`src/rtl/smb_pkg.sv`:
```
package smb_pkg;

    localparam int BYTE_W  = 8;
    localparam int ADDR_W  = 7;
    localparam int HI_W    = 5;
    localparam int STRAP_W = ADDR_W - HI_W;
    localparam int BIT_CW  = $clog2(BYTE_W);

    typedef enum logic [2:0] {
        ST_IDLE,
        ST_RX,
        ST_RX_ACK1,
        ST_RX_ACK2,
        ST_TX,
        ST_TX_ACK
    } xfer_state_e;

    typedef enum logic [1:0] {
        PH_ADDR,
        PH_PTR,
        PH_DATA,
        PH_EXTRA
    } byte_phase_e;

    typedef struct packed {
        logic scl;
        logic sda;
        logic scl_rise;
        logic scl_fall;
        logic start;
        logic stop;
    } line_ev_t;

    function automatic logic [ADDR_W-1:0] compose_addr(
        input logic [HI_W-1:0]    hi,
        input logic [STRAP_W-1:0] lo
    );
        return {hi, lo};
    endfunction

    function automatic byte_phase_e next_phase(input byte_phase_e p);
        case (p)
            PH_ADDR: return PH_PTR;
            PH_PTR:  return PH_DATA;
            default: return PH_EXTRA;
        endcase
    endfunction

endpackage

```
`src/rtl/smb_line_sync.sv`:
```
module smb_line_sync
    import smb_pkg::*;
#(
    parameter int SYNC_STAGES = 2
) (
    input  logic     clk,
    input  logic     rst,
    input  logic     scl_i,
    input  logic     sda_i,
    output line_ev_t ev
);

    localparam int TOP = SYNC_STAGES - 1;

    logic [SYNC_STAGES-1:0] scl_sh;
    logic [SYNC_STAGES-1:0] sda_sh;
    logic                   scl_q;
    logic                   sda_q;

    always_ff @(posedge clk) begin
        if (rst) begin
            scl_sh <= '1;
            sda_sh <= '1;
            scl_q  <= 1'b1;
            sda_q  <= 1'b1;
        end else begin
            scl_sh <= {scl_sh[SYNC_STAGES-2:0], scl_i};
            sda_sh <= {sda_sh[SYNC_STAGES-2:0], sda_i};
            scl_q  <= scl_sh[TOP];
            sda_q  <= sda_sh[TOP];
        end
    end

    always_comb begin
        ev.scl      = scl_sh[TOP];
        ev.sda      = sda_sh[TOP];
        ev.scl_rise = scl_sh[TOP] & ~scl_q;
        ev.scl_fall = ~scl_sh[TOP] & scl_q;
        ev.start    = scl_sh[TOP] & scl_q & sda_q & ~sda_sh[TOP];
        ev.stop     = scl_sh[TOP] & scl_q & ~sda_q & sda_sh[TOP];
    end

endmodule

```
`src/rtl/smb_xfer_ctrl.sv`:
```
module smb_xfer_ctrl
    import smb_pkg::*;
(
    input  logic              clk,
    input  logic              rst,
    input  line_ev_t          ev,
    input  logic [ADDR_W-1:0] dev_addr,
    input  logic [BYTE_W-1:0] tx_byte,
    output logic              sda_oe,
    output logic              ptr_load,
    output logic              data_wr,
    output logic [BYTE_W-1:0] rx_byte
);

    xfer_state_e        state;
    byte_phase_e        phase;
    logic [BIT_CW-1:0]  cnt;
    logic [BYTE_W-1:0]  sh;
    logic               rw;
    logic               mack;

    localparam logic [BIT_CW-1:0] LAST_BIT = BIT_CW'(BYTE_W - 1);

    assign rx_byte = sh;

    always_ff @(posedge clk) begin
        ptr_load <= 1'b0;
        data_wr  <= 1'b0;
        if (rst) begin
            state  <= ST_IDLE;
            phase  <= PH_ADDR;
            cnt    <= '0;
            sh     <= '0;
            rw     <= 1'b0;
            mack   <= 1'b0;
            sda_oe <= 1'b0;
        end else if (ev.start) begin
            state  <= ST_RX;
            phase  <= PH_ADDR;
            cnt    <= '0;
            sda_oe <= 1'b0;
        end else if (ev.stop) begin
            state  <= ST_IDLE;
            sda_oe <= 1'b0;
        end else begin
            case (state)
                ST_RX: begin
                    if (ev.scl_rise) begin
                        sh  <= {sh[BYTE_W-2:0], ev.sda};
                        cnt <= cnt + 1'b1;
                        if (cnt == LAST_BIT) begin
                            if (phase == PH_ADDR && sh[ADDR_W-1:0] != dev_addr)
                                state <= ST_IDLE;
                            else
                                state <= ST_RX_ACK1;
                        end
                    end
                end
                ST_RX_ACK1: begin
                    if (ev.scl_fall) begin
                        sda_oe   <= 1'b1;
                        state    <= ST_RX_ACK2;
                        ptr_load <= (phase == PH_PTR);
                        data_wr  <= (phase == PH_DATA);
                        if (phase == PH_ADDR)
                            rw <= sh[0];
                    end
                end
                ST_RX_ACK2: begin
                    if (ev.scl_fall) begin
                        cnt   <= '0;
                        phase <= next_phase(phase);
                        if (phase == PH_ADDR && rw) begin
                            sh     <= tx_byte;
                            sda_oe <= ~tx_byte[BYTE_W-1];
                            state  <= ST_TX;
                        end else begin
                            sda_oe <= 1'b0;
                            state  <= ST_RX;
                        end
                    end
                end
                ST_TX: begin
                    if (ev.scl_fall) begin
                        cnt <= cnt + 1'b1;
                        sh  <= {sh[BYTE_W-2:0], 1'b0};
                        if (cnt == LAST_BIT) begin
                            sda_oe <= 1'b0;
                            state  <= ST_TX_ACK;
                        end else begin
                            sda_oe <= ~sh[BYTE_W-2];
                        end
                    end
                end
                ST_TX_ACK: begin
                    if (ev.scl_rise)
                        mack <= ~ev.sda;
                    if (ev.scl_fall) begin
                        if (mack) begin
                            sh     <= tx_byte;
                            sda_oe <= ~tx_byte[BYTE_W-1];
                            cnt    <= '0;
                            state  <= ST_TX;
                        end else begin
                            state  <= ST_IDLE;
                        end
                    end
                end
                default: state <= ST_IDLE;
            endcase
        end
    end

    AST_OE_SCL_LOW: assert property (@(posedge clk) disable iff (rst)
        !$stable(sda_oe) |-> !$past(ev.scl));

    AST_IDLE_SILENT: assert property (@(posedge clk) disable iff (rst)
        (state == ST_IDLE) |-> !sda_oe);

    AST_MASTER_ACK_FREE: assert property (@(posedge clk) disable iff (rst)
        (state == ST_TX_ACK) |-> !sda_oe);

endmodule

```
`src/rtl/smbus_reg_slave.sv`:
```
module smbus_reg_slave
    import smb_pkg::*;
#(
    parameter int                SYNC_STAGES  = 2,
    parameter logic [BYTE_W-1:0] ADDR_REG_PTR = 8'h40,
    parameter logic [HI_W-1:0]   ADDR_HI_RST  = 5'b01011
) (
    input  logic              clk,
    input  logic              rst,
    input  logic              scl_i,
    input  logic              sda_i,
    output logic              sda_oe,
    input  logic [STRAP_W-1:0] strap_i,
    output logic [BYTE_W-1:0] reg_addr,
    output logic [BYTE_W-1:0] reg_wdata,
    output logic              reg_we,
    input  logic [BYTE_W-1:0] reg_rdata
);

    line_ev_t           ev;
    logic               ptr_load;
    logic               data_wr;
    logic [BYTE_W-1:0]  rx_byte;
    logic [BYTE_W-1:0]  tx_byte;
    logic [BYTE_W-1:0]  pointer;
    logic [HI_W-1:0]    addr_hi;
    logic [STRAP_W-1:0] strap_q;
    logic [ADDR_W-1:0]  dev_addr;
    logic               hit_addr_reg;

    smb_line_sync #(.SYNC_STAGES(SYNC_STAGES)) u_sync (
        .clk   (clk),
        .rst   (rst),
        .scl_i (scl_i),
        .sda_i (sda_i),
        .ev    (ev)
    );

    smb_xfer_ctrl u_ctrl (
        .clk      (clk),
        .rst      (rst),
        .ev       (ev),
        .dev_addr (dev_addr),
        .tx_byte  (tx_byte),
        .sda_oe   (sda_oe),
        .ptr_load (ptr_load),
        .data_wr  (data_wr),
        .rx_byte  (rx_byte)
    );

    assign dev_addr     = compose_addr(addr_hi, strap_q);
    assign hit_addr_reg = (pointer == ADDR_REG_PTR);

    always_ff @(posedge clk) begin
        if (rst) begin
            strap_q <= strap_i;
            addr_hi <= ADDR_HI_RST;
            pointer <= '0;
        end else begin
            if (ptr_load)
                pointer <= rx_byte;
            if (data_wr && hit_addr_reg)
                addr_hi <= rx_byte[ADDR_W-1:STRAP_W];
        end
    end

    assign reg_addr  = pointer;
    assign reg_wdata = rx_byte;
    assign reg_we    = data_wr && !hit_addr_reg;
    assign tx_byte   = hit_addr_reg ? {1'b0, dev_addr} : reg_rdata;

    AST_STRAP_FROZEN: assert property (@(posedge clk) disable iff (rst)
        1'b1 |=> $stable(strap_q));

    AST_BANK_SKIPS_ADDR_REG: assert property (@(posedge clk) disable iff (rst)
        reg_we |-> (reg_addr != ADDR_REG_PTR));

    AST_WE_SINGLE_PULSE: assert property (@(posedge clk) disable iff (rst)
        reg_we |=> !reg_we);

endmodule

```
`config.mk`:
```
export PLATFORM = sky130hd
export DESIGN_NAME = smbus_reg_slave
export DESIGN_NICKNAME = d
export VERILOG_FILES = /design/src/rtl/smb_pkg.sv /design/src/rtl/smb_line_sync.sv /design/src/rtl/smb_xfer_ctrl.sv /design/src/rtl/smbus_reg_slave.sv
export SDC_FILE = /design/constraint.sdc
export NUM_CORES = 1
export LEC_CHECK = 0
export ABC_AREA = 0
export CAP_MARGIN = 20
export CORE_UTILIZATION = 50
export DETAILED_ROUTE_END_ITERATION = 8
export HOLD_SLACK_MARGIN = 0.15
export PLACE_DENSITY = 0.74
export SYNTH_ARGS = -nofsm -noshare
export SYNTH_HDL_FRONTEND = slang
export SYNTH_SLANG_ARGS = --single-unit
```
`constraint.sdc`:
```
create_clock -name clk -period 2.01 [get_ports clk]
set_input_delay 0.201 -clock clk [delete_from_list [all_inputs] [get_ports clk]]
set_output_delay 0.201 -clock clk [all_outputs]
set_load 0.02 [all_outputs]
```
# Yosys cells after proc, flatten, opt, wreduce, memory -nomap -nowiden
# Index checks and enable logic that the tools add are counted.
[op_classes]
eq_ne = 26
n_bitwise = 17
mux = 36
n_addsub = 1
reduce_logical = 19
[op_table]
columns = ["cell", "count"]
rows = [
  ["2-to-1 mux 8 bit", 7],
  ["2-to-1 mux 3 bit", 14],
  ["case mux 8 bit (4 select lines)", 1],
  ["AND reduction 7 bit", 3],
  ["inequality test 4 bit, second input constant", 5],
  ["case mux 3 bit (5 select lines)", 1],
  ["case mux 3 bit (4 select lines)", 1],
  ["inequality test 2 bit, second input constant", 5],
  ["inverter 1 bit", 10],
  ["== test 3 bit, second input constant", 3],
  ["2-to-1 mux 1 bit", 9],
  ["AND reduction 9 bit", 1],
  ["== test 8 x 7 -> 1 bit, second input constant", 1],
  ["inequality test 2 x 1 -> 1 bit, second input constant", 4],
  ["inequality test 4 x 3 -> 1 bit, second input constant", 2],
  ["nonzero test 4 bit", 2],
  ["bitwise AND 1 bit", 7],
  ["inequality test 7 bit", 1],
  ["== test 3 x 2 -> 1 bit, second input constant", 2],
  ["AND reduction 6 bit", 1],
  ["AND reduction 5 bit", 1],
  ["OR reduction 5 bit", 1],
  ["logical AND 1 bit", 4],
  ["case mux 1 bit (4 select lines)", 1],
  ["12 further kinds", 12],
]
[word_totals]
regBits = 42

# Logic depth before layout (Yosys ltp)
# Gate-level depths: netlist of the first run.
[logic_depth]
ltp_word = 8
depth_mapped = 7
depth_no_buf = 6

# Modules after synthesis
# A second synthesis of the first run with hierarchy kept.
[unflattened]
cells_unflattened = 236
hier_area_um2 = 2138.3
[modules_own_cells]
columns = ["mod", "instances", "cells_each", "area_per_inst_um2"]
rows = [
  ["smb_xfer_ctrl", 1, 153, 1236.2],
  ["smbus_reg_slave", 1, 65, 696.9],
  ["smb_line_sync", 1, 18, 205.2],
]

# Worst setup path before layout of the first run
# Ideal clock, no wire load.
[synth_path]
kind = "register to register"
startpoint = "reg pointer[6] (netlist: reg_addr[6])"
endpoint = "reg u_ctrl.sh[7] (netlist: u_ctrl.rx_byte[7])"
synth_period_minus_slack_ns = 1.669
slack_ns = 0.341
required_ns = 1.874
stages_incl_launch_ff = 6
setup_time_ns = 0.136
arrival_ns = 1.533
cell_sequence = "dfxtp_1 -> nor4b_2 -> nand2_2 -> and3_1 -> a2111oi_0 -> a211oi_1"
[synth_between]
elab_chain_len = 5
[synth_rtl]
columns = ["element", "line", "text"]
rows = [
  ["start, declared", "smbus_reg_slave.sv:25", "logic [BYTE_W-1:0] pointer;"],
  ["start signal, assigned", "smbus_reg_slave.sv:61", "pointer <= rx_byte;"],
  ["== test 8 x 7 -> 1 bit (*)", "smbus_reg_slave.sv:52", "assign hit_addr_reg = (pointer == ADDR_REG_PTR);"],
  ["2-to-1 mux 8 bit (*)", "smbus_reg_slave.sv:70", "assign tx_byte = hit_addr_reg ? {1'b0, dev_addr} : reg_rdata;"],
  ["2-to-1 mux 8 bit (on tied branches)", "smb_xfer_ctrl.sv:99, smb_xfer_ctrl.sv:73", ""],
  ["2-to-1 mux 8 bit (on tied branches)", "smb_xfer_ctrl.sv:98, smb_xfer_ctrl.sv:70", ""],
  ["case mux 8 bit (4 select lines) (*)", "smb_xfer_ctrl.sv:46", "case (state)"],
  ["end signal, assigned", "smb_xfer_ctrl.sv:49", "sh <= {sh[BYTE_W-2:0], ev.sda};"],
  ["end signal, assigned", "smb_xfer_ctrl.sv:74", "sh <= tx_byte;"],
  ["end signal, assigned", "smb_xfer_ctrl.sv:100", "sh <= tx_byte;"],
  ["end, declared", "smb_xfer_ctrl.sv:18", "logic [BYTE_W-1:0] sh;"],
]
# Every way passes the cells marked *; elsewhere a longest branch is shown, timed or not. The select of a mux whose other input is x is not followed.
# A chain may end at the register's enable or synchronous reset.

# Worst setup path after layout of the first run
[layout_path]
startpoint = "reg u_ctrl.cnt[1]"
endpoint = "reg u_ctrl.state[2]"
[layout_between]
elab_chain_len = 3
[layout_rtl]
columns = ["element", "line", "text"]
rows = [
  ["start, declared", "smb_xfer_ctrl.sv:17", "logic [BIT_CW-1:0] cnt;"],
  ["start signal, assigned", "smb_xfer_ctrl.sv:50", "cnt <= cnt + 1'b1;"],
  ["start signal, assigned", "smb_xfer_ctrl.sv:85", "cnt <= cnt + 1'b1;"],
  ["== test 3 bit (*)", "smb_xfer_ctrl.sv:51, smb_xfer_ctrl.sv:87", ""],
  ["inequality test 2 x 1 -> 1 bit (no source line)", "n/a", ""],
  ["AND reduction 7 bit (no source line) (*)", "n/a", ""],
  ["end signal, assigned", "smb_xfer_ctrl.sv:53", "state <= ST_IDLE;"],
  ["end signal, assigned", "smb_xfer_ctrl.sv:55", "state <= ST_RX_ACK1;"],
  ["end signal, assigned", "smb_xfer_ctrl.sv:89", "state <= ST_TX_ACK;"],
  ["end, declared", "smb_xfer_ctrl.sv:15", "xfer_state_e state;"],
]
# Every way passes the cells marked *; elsewhere a longest branch is shown, timed or not.

==> results of run 1 <==
==> timing repair <==
action                     4_1_cts  5_1_grt
pin swaps                        1        1
hold buffers                     0        0
buffers inserted                 1        0
setup endpoints to repair        1       10
gates resized for setup          3        7
==> metrics by stage <==
step	hold slack (ns)	instance area [um2]	utilization [%]	worst slack (ns)	cells
2_1_floorplan	0.2999	2083	-	0.3412	221
3_3_place_gp	0.3948	2459	61.46	0.05481	299
3_5_place_dp	0.3983	2459	61.46	0.03880	299
4_1_cts	0.4158	2565	64.12	0.01652	308
5_1_grt	0.4335	2591	64.78	0.01619	308
6_report	0.4121	2591	64.78	0.07074	308
==> layout make-up <==
class,instances,area (um2)
inverter,7,26.28
clock buffer,6,72.57
fill,352,1409
sequential,42,864.6
timing repair buffer,41,384.1
tap,50,62.56
multi-input combinational,160,1171
clock inverter,2,10.01
==> logic make-up (layout without fill, tap and decap cells) <==
kind of cell / count (synthesis) / in the layout / synth area share [%]
AO/OA/AOI/OAI: 52 / 52 / 18.14
XOR/XNOR: 9 / 9 / 3.784
adder cells (fa/ha/maj): 2 / 2 / 1.201
buffers and inverters: 19 / 56 / 4.384
flip-flops: 42 / 42 / 41.32
multiplexers: 22 / 22 / 10.57
AND/OR/NAND/NOR: 75 / 75 / 20.60
==> worst max-delay path, cell delays in order (launching register included) <==
cell	delay (ns)
dfxtp_1	0.36
ha_2	0.20
ha_4	0.15
a31oi_1	0.08
o311a_1	0.42
or4_1	0.56
nand2_1	0.09
==> metal layers <==
metal	track usage (%)	vias up	share of wire [%]	routed length (um)
li1	-	880	-	-
met2	35.73	60	44	2151
met1	33.05	837	49	2357
met3	5.137	6	5.8	283
met5	0	-	0	0
met4	8.511	0	1.4	66
==> layout by cell type (no fill, tap or decap), types with 2 or more instances in the layout <==
| cell | n |
|---|---|
| dfxtp_2 | 3 |
| nor2b_1 | 2 |
| or2_2 | 6 |
| nand3_1 | 9 |
| a31oi_1 | 3 |
| a21oi_1 | 3 |
| a2111oi_0 | 8 |
| nor3b_1 | 4 |
| xor2_1 | 5 |
| o21ai_0 | 15 |
| nand2b_1 | 3 |
| inv_1 | 7 |
| o211ai_1 | 3 |
| and3_1 | 3 |
| nor3_1 | 3 |
| and2_1 | 2 |
| buf_4 | 10 |
| nor2_1 | 18 |
| a211oi_1 | 3 |
| o21a_1 | 4 |
| xnor2_1 | 4 |
| a31o_2 | 6 |
| nor4_1 | 2 |
| dfxtp_1 | 37 |
| clkinv_2 | 2 |
| mux2i_1 | 22 |
| edfxtp_1 | 2 |
| nand2_1 | 11 |
| clkdlybuf4s50_1 | 30 |
| o311a_1 | 2 |
| clkbuf_8 | 5 |
| nand4_1 | 3 |
==> power by group <==
group / switching [mW] / leakage [nW] / internal, mW / total (mW)
registers: 0.0115 / 0.345 / 0.851 / 0.862
clock network: 0.279 / 0.0450 / 0.241 / 0.520
logic: 0.0606 / 0.613 / 0.0571 / 0.118
==> state kept, by name, summed over array words and instances (netlist names) <==
| register | count |
|---|---|
| reg_addr | 8 |
| u_ctrl.rx_byte | 8 |
| addr_hi | 5 |
| u_ctrl.cnt | 3 |
| u_ctrl.state | 3 |
| strap_q | 2 |
| u_ctrl.phase | 2 |
| u_sync.scl_sh | 2 |
| u_sync.sda_sh | 2 |
| u_ctrl.data_wr | 1 |
| u_ctrl.mack | 1 |
| u_ctrl.ptr_load | 1 |
| u_ctrl.rw | 1 |
| u_ctrl.sda_oe | 1 |
| u_sync.scl_q | 1 |
| u_sync.sda_q | 1 |
==> worst min-delay path by stage <==
| stage | depth (start not counted) | from | slack (ns) | to |
|---|---|---|---|---|
| 3_3_place_gp | 1 | u_sync.sda_sh[0] | 0.39 | u_sync.sda_sh[1] |
| 5_1_grt | 1 | u_sync.sda_sh[0] | 0.43 | u_sync.sda_sh[1] |
| 6_report | 1 | u_sync.sda_sh[0] | 0.41 | u_sync.sda_sh[1] |
| 3_5_place_dp | 1 | u_sync.sda_sh[0] | 0.40 | u_sync.sda_sh[1] |
| 4_1_cts | 1 | u_sync.sda_sh[0] | 0.42 | u_sync.sda_sh[1] |
| 2_1_floorplan | 0 | strap_i[0] | 0.30 | strap_q[0] |
==> impl_metrics.toml, run 1 <==
[run_status]
status = "completed"

[setup_path]
end_kind = "flip-flop"
startpoint_type = "flip-flop"
r2r_setup_slack_ns = 0.07
arrival_ns = 2.16
worst-endpoint-required_ns = 2.23
critPathLaunch = "u_ctrl.cnt[1]"
reg2regPathDepth = 6
r2r_end = "u_ctrl.state[2]"
crit_type = "flip-flop to flip-flop"
cp-endpoint = "u_ctrl.state[2]"
rr_startpoint = "u_ctrl.cnt[1]"
path_max_fanout = 6

[routing]
firstDrtPassIters = 5
drc = 0
drt_wl_total_um = 4859
num_vias = 1783
antenna_left = 0
first_iter_violations = 139
viasPerCell = 5.789
wire_per_inst_um = 15.78

[clock_tree]
cts.sinks = 42
clock_path_buffers = 2
htreeDepth = 2
clockRootBuffer = "clkbuf_8"
clock_latency_ns = 0.29
numCtsBuffers = 5
clkTransAtPathRegs_ns = 0.08
cts_tree = "done"

[timing]
setup_viol = 0
fin_crit_ns = 1.939
clock-skew-final_ns = 0.01305
hold_viol = 0
slew_headroom_pct = 64.61
drv_slew = 0
worstMarginPinSlew_ns = 0.5301
clock.fmax_mhz = 515.7
fin_tns_setup_ns = 0
rsz0062_at_grt = "false"
period_share_pct = 96.48

[die]
rows = 23
start_util_pct = 52.08
die_y_um = 66.55
ios = 32
die_w_um = 66.55
die_area_mm2 = 0.004429
core_mm2 = 0.004000

[logic_synthesis]
synth_top_area_share_pct = 38.44
async_flop_share_pct = 0
ys.warnings.count = 0
yosysMostFrequentCell = "dfxtp_1"
synth_seq_cells = 42
synth_top_area_cell = "dfxtp_1"
syn_inst = 221
ys_types = 45
synth_edf_count = 2
synth_area_mm2 = 0.002083
synthTopCellsByCount = "dfxtp_1 (40), mux2i_1 (22), nor2_1 (18)"
synthTopCellsByArea = "dfxtp_1 (38%), mux2i_1 (11%), o21ai_0 (3.6%), a2111oi_0 (3.4%), nor2_1 (3.2%)"
synth_flop_cell = "dfxtp_1"
synth_nets = 237
avgSynthCellArea_um2 = 9.426
seq_area_frac_synth_pct = 41.32

[global_route]
grt_overflow = 0
grt_first_pass_wirelength_um = 7838
grt_pass1_vias = 1616
grt_max_degree = 27
antenna_found_initial = 0
grtUsageTotal_pct = 23.78

[power]
total_power_mw = 1.500
powerDensity_mw_per_mm2 = 579.0
vdd_ir_drop_max_uv = 535.8
p_leak_nw = 1.003

[layout]
drive_gt1_share_pct = 16.28
area_delta_synth_final_pct = 24.38
diodes = 0
nets = 273

[place]
io_buffers = 31
dp_hpwl_um = 3486
globalplace.congestion = 0.9710

[hold_path]
hold_class = "flip-flop to flip-flop"

[flow_run]
cap_violations = 0
(Power assumes the default switching activity.)
==> run 2, diff against run 1 <==
Settings changed: RECOVER_POWER set to 100.
==> run 2 against run 1 <==
Sequential share of layout area up 0.21 points. Total power fell by 0.48%. Clock skew down 0.0014 ns. Wire length shrank 1.0%. Core utilization is 0.41 points lower. Sequential cell count unchanged. Critical path depth unchanged. Die area unchanged. Global-route usage stayed put. First-iteration DRC count increased by 11%. Critical endpoint unchanged.
==> impl_metrics.toml, run 2 (synthesis gave the netlist of run 1 again) <==
[global_route]
antenna_found_initial = 0
grt_pass1_vias = 1616
grt_overflow = 0
grt_first_pass_wirelength_um = 7838
met2_usage_pct = 35.73
grtUsageMet3_pct = 5.137
met1_usage_pct = 33.05
grtUsageTotal_pct = 23.78
grt_max_degree = 27
grt-busiest-layer = "met2"

[timing]
setup_viol = 0
hold_viol = 0
rsz0062_at_grt = "false"
drv_slew = 0
fin_crit_ns = 1.917
worstMarginPinSlew_ns = 0.5285
clock.fmax_mhz = 521.7
fin_tns_setup_ns = 0
slew_headroom_pct = 64.77
clock-skew-final_ns = 0.01166
holdWs_ns = 0.4121
period_share_pct = 95.36

[layout]
nets = 273
drive_gt1_share_pct = 15.12
final_cell_mix = "dfxtp_1 (37), mux2i_1 (22), dlygate4sd3_1 (20), nor2_1 (18), o21ai_0 (15)"
multiInputGateArea_mm2 = 0.001171
diodes = 0
fin_util_pct = 64.37
n_fill_cell = 355
seq_area_um2 = 864.6
area_delta_synth_final_pct = 23.60
mostFrequentLayoutCell = "dfxtp_1"
instances_no_fill = 308

[die]
die_area_mm2 = 0.004429
rows = 23
start_util_pct = 52.08
die_w_um = 66.55
ios = 32
core_mm2 = 0.004000
die_y_um = 66.55

[power]
vdd_ir_drop_max_uv = 531.6
p_leak_nw = 1.049
powerDensity_mw_per_mm2 = 579.9
total_power_mw = 1.493

[place]
globalplace.congestion = 0.9710
io_buffers = 31
dp_hpwl_um = 3486
dp_cells = 299

[setup_path]
slowest_stage = "or4_1"
r2r_setup_slack_ns = 0.09
cp_cell_sequence = "ha_2 > ha_4 > a31oi_1 > o311a_1 > or4_1 > nand2_1"
arrival_ns = 2.14
end_kind = "flip-flop"
path_max_fanout = 6
cp_slowest_stage_delay_ns = 0.56
worst-endpoint-required_ns = 2.23
startpoint_type = "flip-flop"
crit_type = "flip-flop to flip-flop"

[run_status]
status = "completed"

[clock_tree]
cts_hold_buf = 0
cts.sinks = 42
clockRootBuffer = "clkbuf_8"
clkTransAtPathRegs_ns = 0.08
cts_tree = "done"
clock_latency_ns = 0.29
htreeDepth = 2
clock_path_buffers = 2
numCtsBuffers = 5

[routing]
num_vias = 1770
antenna_left = 0
wire_per_inst_um = 15.62
drc = 0
firstDrtPassIters = 4
drt_wl_total_um = 4810
first_iter_violations = 154
viasPerCell = 5.747

[hold_path]
hold_class = "flip-flop to flip-flop"

[flow_run]
cap_violations = 0
==> run 2: cell type report <==
type / count / area share [%]
clock buffer: 6 / 2.818
clock inverter: 2 / 0.3887
inverter: 7 / 1.020
multi-input combinational: 160 / 45.48
sequential: 42 / 33.58
tap: 50 / 2.430
timing repair buffer: 41 / 14.29
==> run 2: path summary, 6_finish.rpt <==
check / cells past startpoint / endpoint / start
worst min-delay path: 1 / u_sync.sda_sh[1] / u_sync.sda_sh[0]
worst max-delay path: 6 / u_ctrl.state[2] / u_ctrl.cnt[1]
worst min register to register: 1 / u_sync.sda_sh[1] / u_sync.sda_sh[0]
worst max register to register: 6 / u_ctrl.state[2] / u_ctrl.cnt[1]
==> run 2: critical path, delay by kind of cell (launching register included) <==
family	cells	cell delay, ns
adder cells (fa/ha/maj)	2	0.35
AND/OR/NAND/NOR	2	0.65
AO/OA/AOI/OAI	2	0.50
flip-flops	1	0.35
==> run 2: per-layer routing <==
metal / vias up / part of all wire [%]
met5: - / 0
met4: 0 / 0.91
met3: 4 / 5.0
met2: 60 / 46
met1: 820 / 48
li1: 886 / -
==> run 2: power breakdown <==
group | internal [mW] | switching, mW | leakage, nW
Sequential | 0.851 | 0.0116 | 0.345
Combinational | 0.0531 | 0.0599 | 0.659
Clock | 0.241 | 0.277 | 0.0450
Total | 1.14 | 0.348 | 1.05
==> run 2: stage by stage <==
stage               worst slack, ns  cell area, um2
floorplan                    0.3412            2083
global placement            0.05481            2459
detailed placement          0.03880            2459
CTS                         0.01652            2565
global route                0.01619            2575
finish                      0.09330            2575
==> run 2: repair_timing <==
item,4_1_cts,5_1_grt
endpoints found under the setup margin,1,10
buffers inserted,1,0
pin swaps,1,1
gates resized for setup,3,7
